===== src/rtl/bcd_fixup_pkg.sv =====
// Package: shared constants and the mode encoding for the decimal
// correction unit. Assumes 4-bit packed decimal digits.
package bcd_fixup_pkg;

    // Width of one packed decimal digit.
    localparam int unsigned DIGIT_W = 4;

    // Amount added to or removed from a digit that needs correction.
    localparam logic [DIGIT_W-1:0] FIX_AMOUNT = 4'd6;

    // Direction of the correction step.
    typedef enum logic {
        MODE_SUB = 1'b0,
        MODE_ADD = 1'b1
    } fix_mode_e;

endpackage


===== src/rtl/bcd_carry_align.sv =====
// Module: bcd_carry_align
// Joins the saved carry vector with the separately held top carry and
// shifts the 65-bit value right by one digit, so the carry out of each
// digit ends up on bit 0 of that same digit.
// Assumes the saved vector holds the carry into bit i at position i.
module bcd_carry_align
    import bcd_fixup_pkg::*;
#(
    parameter int unsigned DIGITS = 16
) (
    input  logic [DIGITS*DIGIT_W-1:0] carry_vec,
    input  logic                      carry_top,
    output logic [DIGITS*DIGIT_W-1:0] aligned
);
    localparam int unsigned WORD_W = DIGITS * DIGIT_W;

    logic [WORD_W:0] joined;

    // Funnel: top carry becomes bit WORD_W of a single 65-bit value.
    assign joined = {carry_top, carry_vec};

    // Shift right by one digit; the vacated top bits fill with zero.
    assign aligned = WORD_W'(joined >> DIGIT_W);

endmodule


===== src/rtl/bcd_corr_gen.sv =====
// Module: bcd_corr_gen
// Builds the correction word from the aligned carry word. In add mode the
// digits that carried are corrected, in subtract mode the ones that did not.
// Only bit 0 of each digit of the aligned word is meaningful; the rest is
// masked away. The times-six step uses two shifts and one add.
module bcd_corr_gen
    import bcd_fixup_pkg::*;
#(
    parameter int unsigned DIGITS = 16
) (
    input  logic [DIGITS*DIGIT_W-1:0] aligned,
    input  fix_mode_e                 mode,
    output logic [DIGITS*DIGIT_W-1:0] corr_word
);
    localparam int unsigned WORD_W = DIGITS * DIGIT_W;

    logic [WORD_W-1:0] digit_lsb_mask;
    logic [WORD_W-1:0] polarity;
    logic [WORD_W-1:0] unit_word;

    // One set bit at the bottom of every digit.
    for (genvar d = 0; d < DIGITS; d++) begin : g_mask
        assign digit_lsb_mask[d*DIGIT_W +: DIGIT_W] = DIGIT_W'(1);
    end

    // Subtract mode corrects digits without carry, so flip the flags.
    assign polarity = (mode == MODE_ADD) ? aligned : ~aligned;

    // Keep one selection bit per digit.
    assign unit_word = polarity & digit_lsb_mask;

    // Times six as (x*4)+(x*2); no digit overflows since each holds 0 or 1.
    assign corr_word = (unit_word << 2) + (unit_word << 1);

endmodule


===== src/rtl/bcd_addsub.sv =====
// Module: bcd_addsub
// Adds the correction word to the operand, or subtracts it as
// operand + ~corr + 1, and reports the carry into every bit plus the carry
// out of the top bit, in the same convention as the saved carry state.
module bcd_addsub
    import bcd_fixup_pkg::*;
#(
    parameter int unsigned WORD_W = 64
) (
    input  logic [WORD_W-1:0] operand,
    input  logic [WORD_W-1:0] corr_word,
    input  fix_mode_e         mode,
    output logic [WORD_W-1:0] sum,
    output logic [WORD_W-1:0] carry_in_vec,
    output logic              carry_out
);
    logic [WORD_W-1:0] addend;
    logic              carry_seed;
    logic [WORD_W:0]   wide_sum;

    // Second operand and carry-in depend on the direction.
    assign addend     = (mode == MODE_ADD) ? corr_word : ~corr_word;
    assign carry_seed = (mode == MODE_SUB);

    // One wide adder gives both the sum and the carry out of the top bit.
    assign wide_sum = {1'b0, operand} + {1'b0, addend} + (WORD_W+1)'(carry_seed);

    // Split the wide sum into the word and the top carry.
    assign sum       = wide_sum[WORD_W-1:0];
    assign carry_out = wide_sum[WORD_W];

    // Carry into each bit recovered from the sum and the two inputs.
    assign carry_in_vec = operand ^ addend ^ sum;

endmodule


===== src/rtl/bcd_fixup_unit.sv =====
// Module: bcd_fixup_unit (top)
// Decimal correction after a binary add of packed BCD words. Realigns the
// saved digit carries, forms the correction word of sixes, applies it in
// the selected direction and registers result and carry state for one
// cycle behind the input strobe. Synchronous active-low reset.
module bcd_fixup_unit
    import bcd_fixup_pkg::*;
#(
    parameter int unsigned DIGITS = 16
) (
    input  logic                      clk,
    input  logic                      rst_n,
    input  logic                      in_valid,
    input  logic                      in_add_mode,
    input  logic [DIGITS*DIGIT_W-1:0] in_operand,
    input  logic [DIGITS*DIGIT_W-1:0] in_carry_vec,
    input  logic                      in_carry_top,
    output logic                      out_valid,
    output logic [DIGITS*DIGIT_W-1:0] out_result,
    output logic [DIGITS*DIGIT_W-1:0] out_carry_vec,
    output logic                      out_carry_top
);
    localparam int unsigned WORD_W = DIGITS * DIGIT_W;

    fix_mode_e         mode;
    logic [WORD_W-1:0] aligned;
    logic [WORD_W-1:0] corr_word;
    logic [WORD_W-1:0] next_result;
    logic [WORD_W-1:0] next_carry_vec;
    logic              next_carry_top;

    // Mode pin to its enumerated meaning.
    assign mode = in_add_mode ? MODE_ADD : MODE_SUB;

    bcd_carry_align #(.DIGITS(DIGITS)) u_align (
        .carry_vec (in_carry_vec),
        .carry_top (in_carry_top),
        .aligned   (aligned)
    );

    bcd_corr_gen #(.DIGITS(DIGITS)) u_corr (
        .aligned   (aligned),
        .mode      (mode),
        .corr_word (corr_word)
    );

    bcd_addsub #(.WORD_W(WORD_W)) u_arith (
        .operand      (in_operand),
        .corr_word    (corr_word),
        .mode         (mode),
        .sum          (next_result),
        .carry_in_vec (next_carry_vec),
        .carry_out    (next_carry_top)
    );

    // Valid follows the input strobe by one cycle.
    always_ff @(posedge clk) begin
        if (!rst_n) out_valid <= 1'b0;
        else        out_valid <= in_valid;
    end

    // Result and carry state load on the strobe and hold otherwise.
    always_ff @(posedge clk) begin
        if (!rst_n) begin
            out_result    <= '0;
            out_carry_vec <= '0;
            out_carry_top <= 1'b0;
        end else if (in_valid) begin
            out_result    <= next_result;
            out_carry_vec <= next_carry_vec;
            out_carry_top <= next_carry_top;
        end
    end

endmodule


===== config.mk =====
export PLATFORM = sky130hd
export DESIGN_NAME = bcd_fixup_unit
export DESIGN_NICKNAME = d
export VERILOG_FILES = /design/src/rtl/bcd_fixup_pkg.sv /design/src/rtl/bcd_carry_align.sv /design/src/rtl/bcd_corr_gen.sv /design/src/rtl/bcd_addsub.sv /design/src/rtl/bcd_fixup_unit.sv
export SDC_FILE = /design/constraint.sdc
export NUM_CORES = 1
export LEC_CHECK = 0
export ABC_AREA = 1
export BUFFER_PORTS_ARGS = -buffer_cell sky130_fd_sc_hd__buf_2
export CORE_ASPECT_RATIO = 0.5
export CORE_MARGIN = 5
export CORE_UTILIZATION = 55
export CTS_CLUSTER_DIAMETER = 60
export DETAILED_ROUTE_END_ITERATION = 6
export GPL_TIMING_DRIVEN = 1
export PLACE_DENSITY = 0.82
export SLEW_MARGIN = 15
export SYNTH_ARGS = -nofsm -noshare
export SYNTH_HDL_FRONTEND = slang
export SYNTH_SLANG_ARGS = --single-unit

===== constraint.sdc =====
create_clock -name clk -period 4.1 [get_ports clk]
set_clock_uncertainty 0.15 [all_clocks]
set_input_delay 0.205 -clock clk [delete_from_list [all_inputs] [get_ports clk]]
set_output_delay 0.205 -clock clk [all_outputs]
set_load 0.05 [all_outputs]

==> out/qor.txt <==
Status -> finished, violations left
Failing checks -> design-rule violations
DR pass1 iterations -> 7
Row count -> 35
Least-Margin Pin Slew -> 0.789 ns
Tcrit/Tclk final -> 80.7%
Setup TNS -> 0 ns
# setup viols final -> 0
Minimum clock period after layout -> 3.31 ns
Netlist cell types -> 38
DR iter-0 viols -> 1,176
All-Layer GR Usage -> 33.8%
Slack of the worst reg-to-reg path -> 3.22 ns
DP Cell Count -> 2,238
# resized after CTS -> 0
Vias per std cell -> 5.20
Clock sinks -> 130
Leading area contributor after synthesis -> dfxtp_1
Hold path depth -> 5
Share of cells above drive strength 1 -> 16.3%
RSZ-0062 raised after global routing -> no
Top FF cell, synth -> dfxtp_1
Hold Path End -> out_result[0]$_SDFFE_PN0P_
Peak per-stage delay on the critical path -> 0.54 ns
Wire length per cell -> 16.7 um
Mapped Avg Cell Area -> 5.78 um2
# DRC -> 14
ANT nets after route -> 0
Hold Crit Start -> in_operand[0]
Critical path fanouts, max -> 31
Reg clk slew, reported paths -> 0.06 ns
Vias -> 11,800
GPL Wtd Cong -> 0.962
Number of synthesized flops with an enable pin -> 0
Final hold slack -> 0.117 ns
Core Box Area -> 18,600 um2
Number of synthesized register bits -> 130
Die footprint -> 22,100 um2
Initial antenna violation count -> 0
Clock Latency Late Sink -> 0.42 ns
Area Growth Syn to Fin -> 18.0%
Ant diodes -> 0
CP max stage cell -> dlygate4sd3_1
Dpl hpwl -> 30,300 um
Worst r2r src -> out_result[17]$_SDFFE_PN0P_
Worst reg-to-reg path cell count -> 2
DRT Wirelength -> 38,000 um
Worst Path Buf+Inv -> 6
Top-count cell post-synth -> nand2_1
Peak VDD IR -> 0.000298 V
Hold Fails Final Rpt -> 0
FMAX -> 302 MHz
Worst path cell trace -> dlygate4sd3_1 -> buf_2 -> inv_1 -> buf_4 -> ha_1 -> nand2_1 -> inv_1 -> a21oi_2 -> nand3_2 -> nand2_1 -> nand2_1 -> nand3_1 -> nand3_1 -> nand2_1 -> nand3_1 -> nand2_1 -> inv_1
Nets -> 2,203
Largest net degree at the start of global routing -> 72
LEAKAGE -> 0.00725 uW
CTS Buf Count -> 17
TritonCTS clock tree -> yes
Crit path DAT -> 3.49 ns
Root Driver -> clkbuf_16
Synthesized instance count -> 1,816
Fin cells -> 2,271
Most frequent CP cell -> nand2_1
Crit path capture type -> register
Yosys top cell area share -> 24.8%
Type of the most critical hold path -> in2reg
Post-Syn Area -> 10,500 um2
Top delay family on crit path -> simple AND/OR/NAND/NOR gates
Total Power -> 4910 uW
Die Width -> 205 um
# IOs -> 263
CP Class -> in2reg
Number of port buffers -> 213
Setup Fix Bufs, Post-CTS -> 0
Ys async rst share -> 0%
First-pass GRT wire length -> 58,500 um
Vias in the first global route -> 10,900
Total grt overflow -> 0
Top cells by area, synth -> dfxtp_1 25%, nand2_1 18%, inv_1 12%, nor2_1 8.4%, ha_1 8.4%
Die H -> 108 um
Data required, critical path -> 4.28 ns
Register area share after synthesis -> 24.8%
Worst relative slew slack -> 47.4%
Syn nets -> 2,020
Max-slew violation count -> 0
Capturing point of the worst reg2reg path -> out_result[17]$_SDFFE_PN0P_
Power density over the cells -> 397 nW/um2
Starting density of the core -> 56.5%
Max clock buf depth -> 2
Maxcap violations -> 0
Critical Path Start Type -> input port
Ys Warns -> 0
Post-synth top cells -> 499 x nand2_1, 334 x inv_1, 235 x nor2_1, 130 x dfxtp_1, 124 x o21ai_0
H-tree Lvls -> 4
==> how the worst max path moves through the flow <==
stage,start,endpoint,depth (start not counted)
final,in_add_mode,out_result[49]$_SDFFE_PN0P_,17
after global routing,in_add_mode,out_result[37]$_SDFFE_PN0P_,14
after CTS,in_add_mode,out_result[41]$_SDFFE_PN0P_,17
after detailed placement,in_add_mode,out_result[49]$_SDFFE_PN0P_,16
after floorplan,in_add_mode,out_result[26]$_SDFFE_PN0P_,19
after global placement,in_add_mode,out_result[49]$_SDFFE_PN0P_,16
==> power breakdown <==
| part | switching (uW) | leakage (uW) | total (uW) | internal [uW] |
|---|---|---|---|---|
| Sequential | 63.3 | 0.00108 | 1450 | 1380 |
| Combinational | 1280 | 0.00585 | 1750 | 469 |
| Clock | 676 | 0.000319 | 1720 | 1040 |
==> cells in the final DEF (no fill, tap or decap), drive strengths merged, types with 20 or more instances in the layout <==
master  netlist  routed
nand2       535     535
inv         343     350
nor2        252     252
buf          12     220
o21ai       136     136
dfxtp       130     130
nand3       107     107
a21oi       107     107
ha           70      70
nor3         20      20
==> per-stage QoR <==
step	instance area (um2)	setup slack, ns	utilization (%)
2_1_floorplan	10500	1.16	-
3_3_place_gp	11700	1.05	63.1
3_5_place_dp	11700	1.04	63.1
4_1_cts	12400	0.890	66.7
5_1_grt	12400	0.613	66.7
6_report	12400	0.789	66.7
==> logic make-up after synthesis <==
group | count (synthesis) | share of synthesized area [%]
simple gates | 928 | 37.1
fa+ha+maj | 71 | 8.54
xor+xnor | 23 | 1.92
compound gates | 264 | 13.3
buf+inv | 400 | 14.4
flops | 130 | 24.8
==> area by class of cell <==
type,count,area (um2)
Inverter,343,1290
Fill cell,1846,6190
Multi-Input combinational cell,1286,6380
Tap cell,259,324
Timing Repair Buffer,221,1140
Clock buffer,17,425
Clock inverter,15,220
Sequential cell,130,2600
==> sequential cells by signal, indices dropped and copies added (netlist names) <==
signal and flops:
out_valid 1, out_result 64, out_carry_top 1, out_carry_vec 64
==> worst reg2reg max path: cells and delay by family (launching register included) <==
| family | cells | cell delay (ns) |
|---|---|---|
| compound gates | 2 | 0.33 |
| flops | 1 | 0.33 |
==> what timing repair did <==
action                     CTS  global route
setup endpoints to repair    0             0
hold endpoints to repair     2             0
hold buffers                 1             0
==> routing by layer <==
metal	GRT usage (%)	vias up	part of all wire, %	wire (um)
li1	-	5964	-	-
met1	45.7	5241	45	17200
met2	55.3	524	43	16500
met3	5.99	80	8.5	3210
met4	9.98	0	2.9	1080
met5	0	-	0	0
Power figures use the tool's default switching activity.
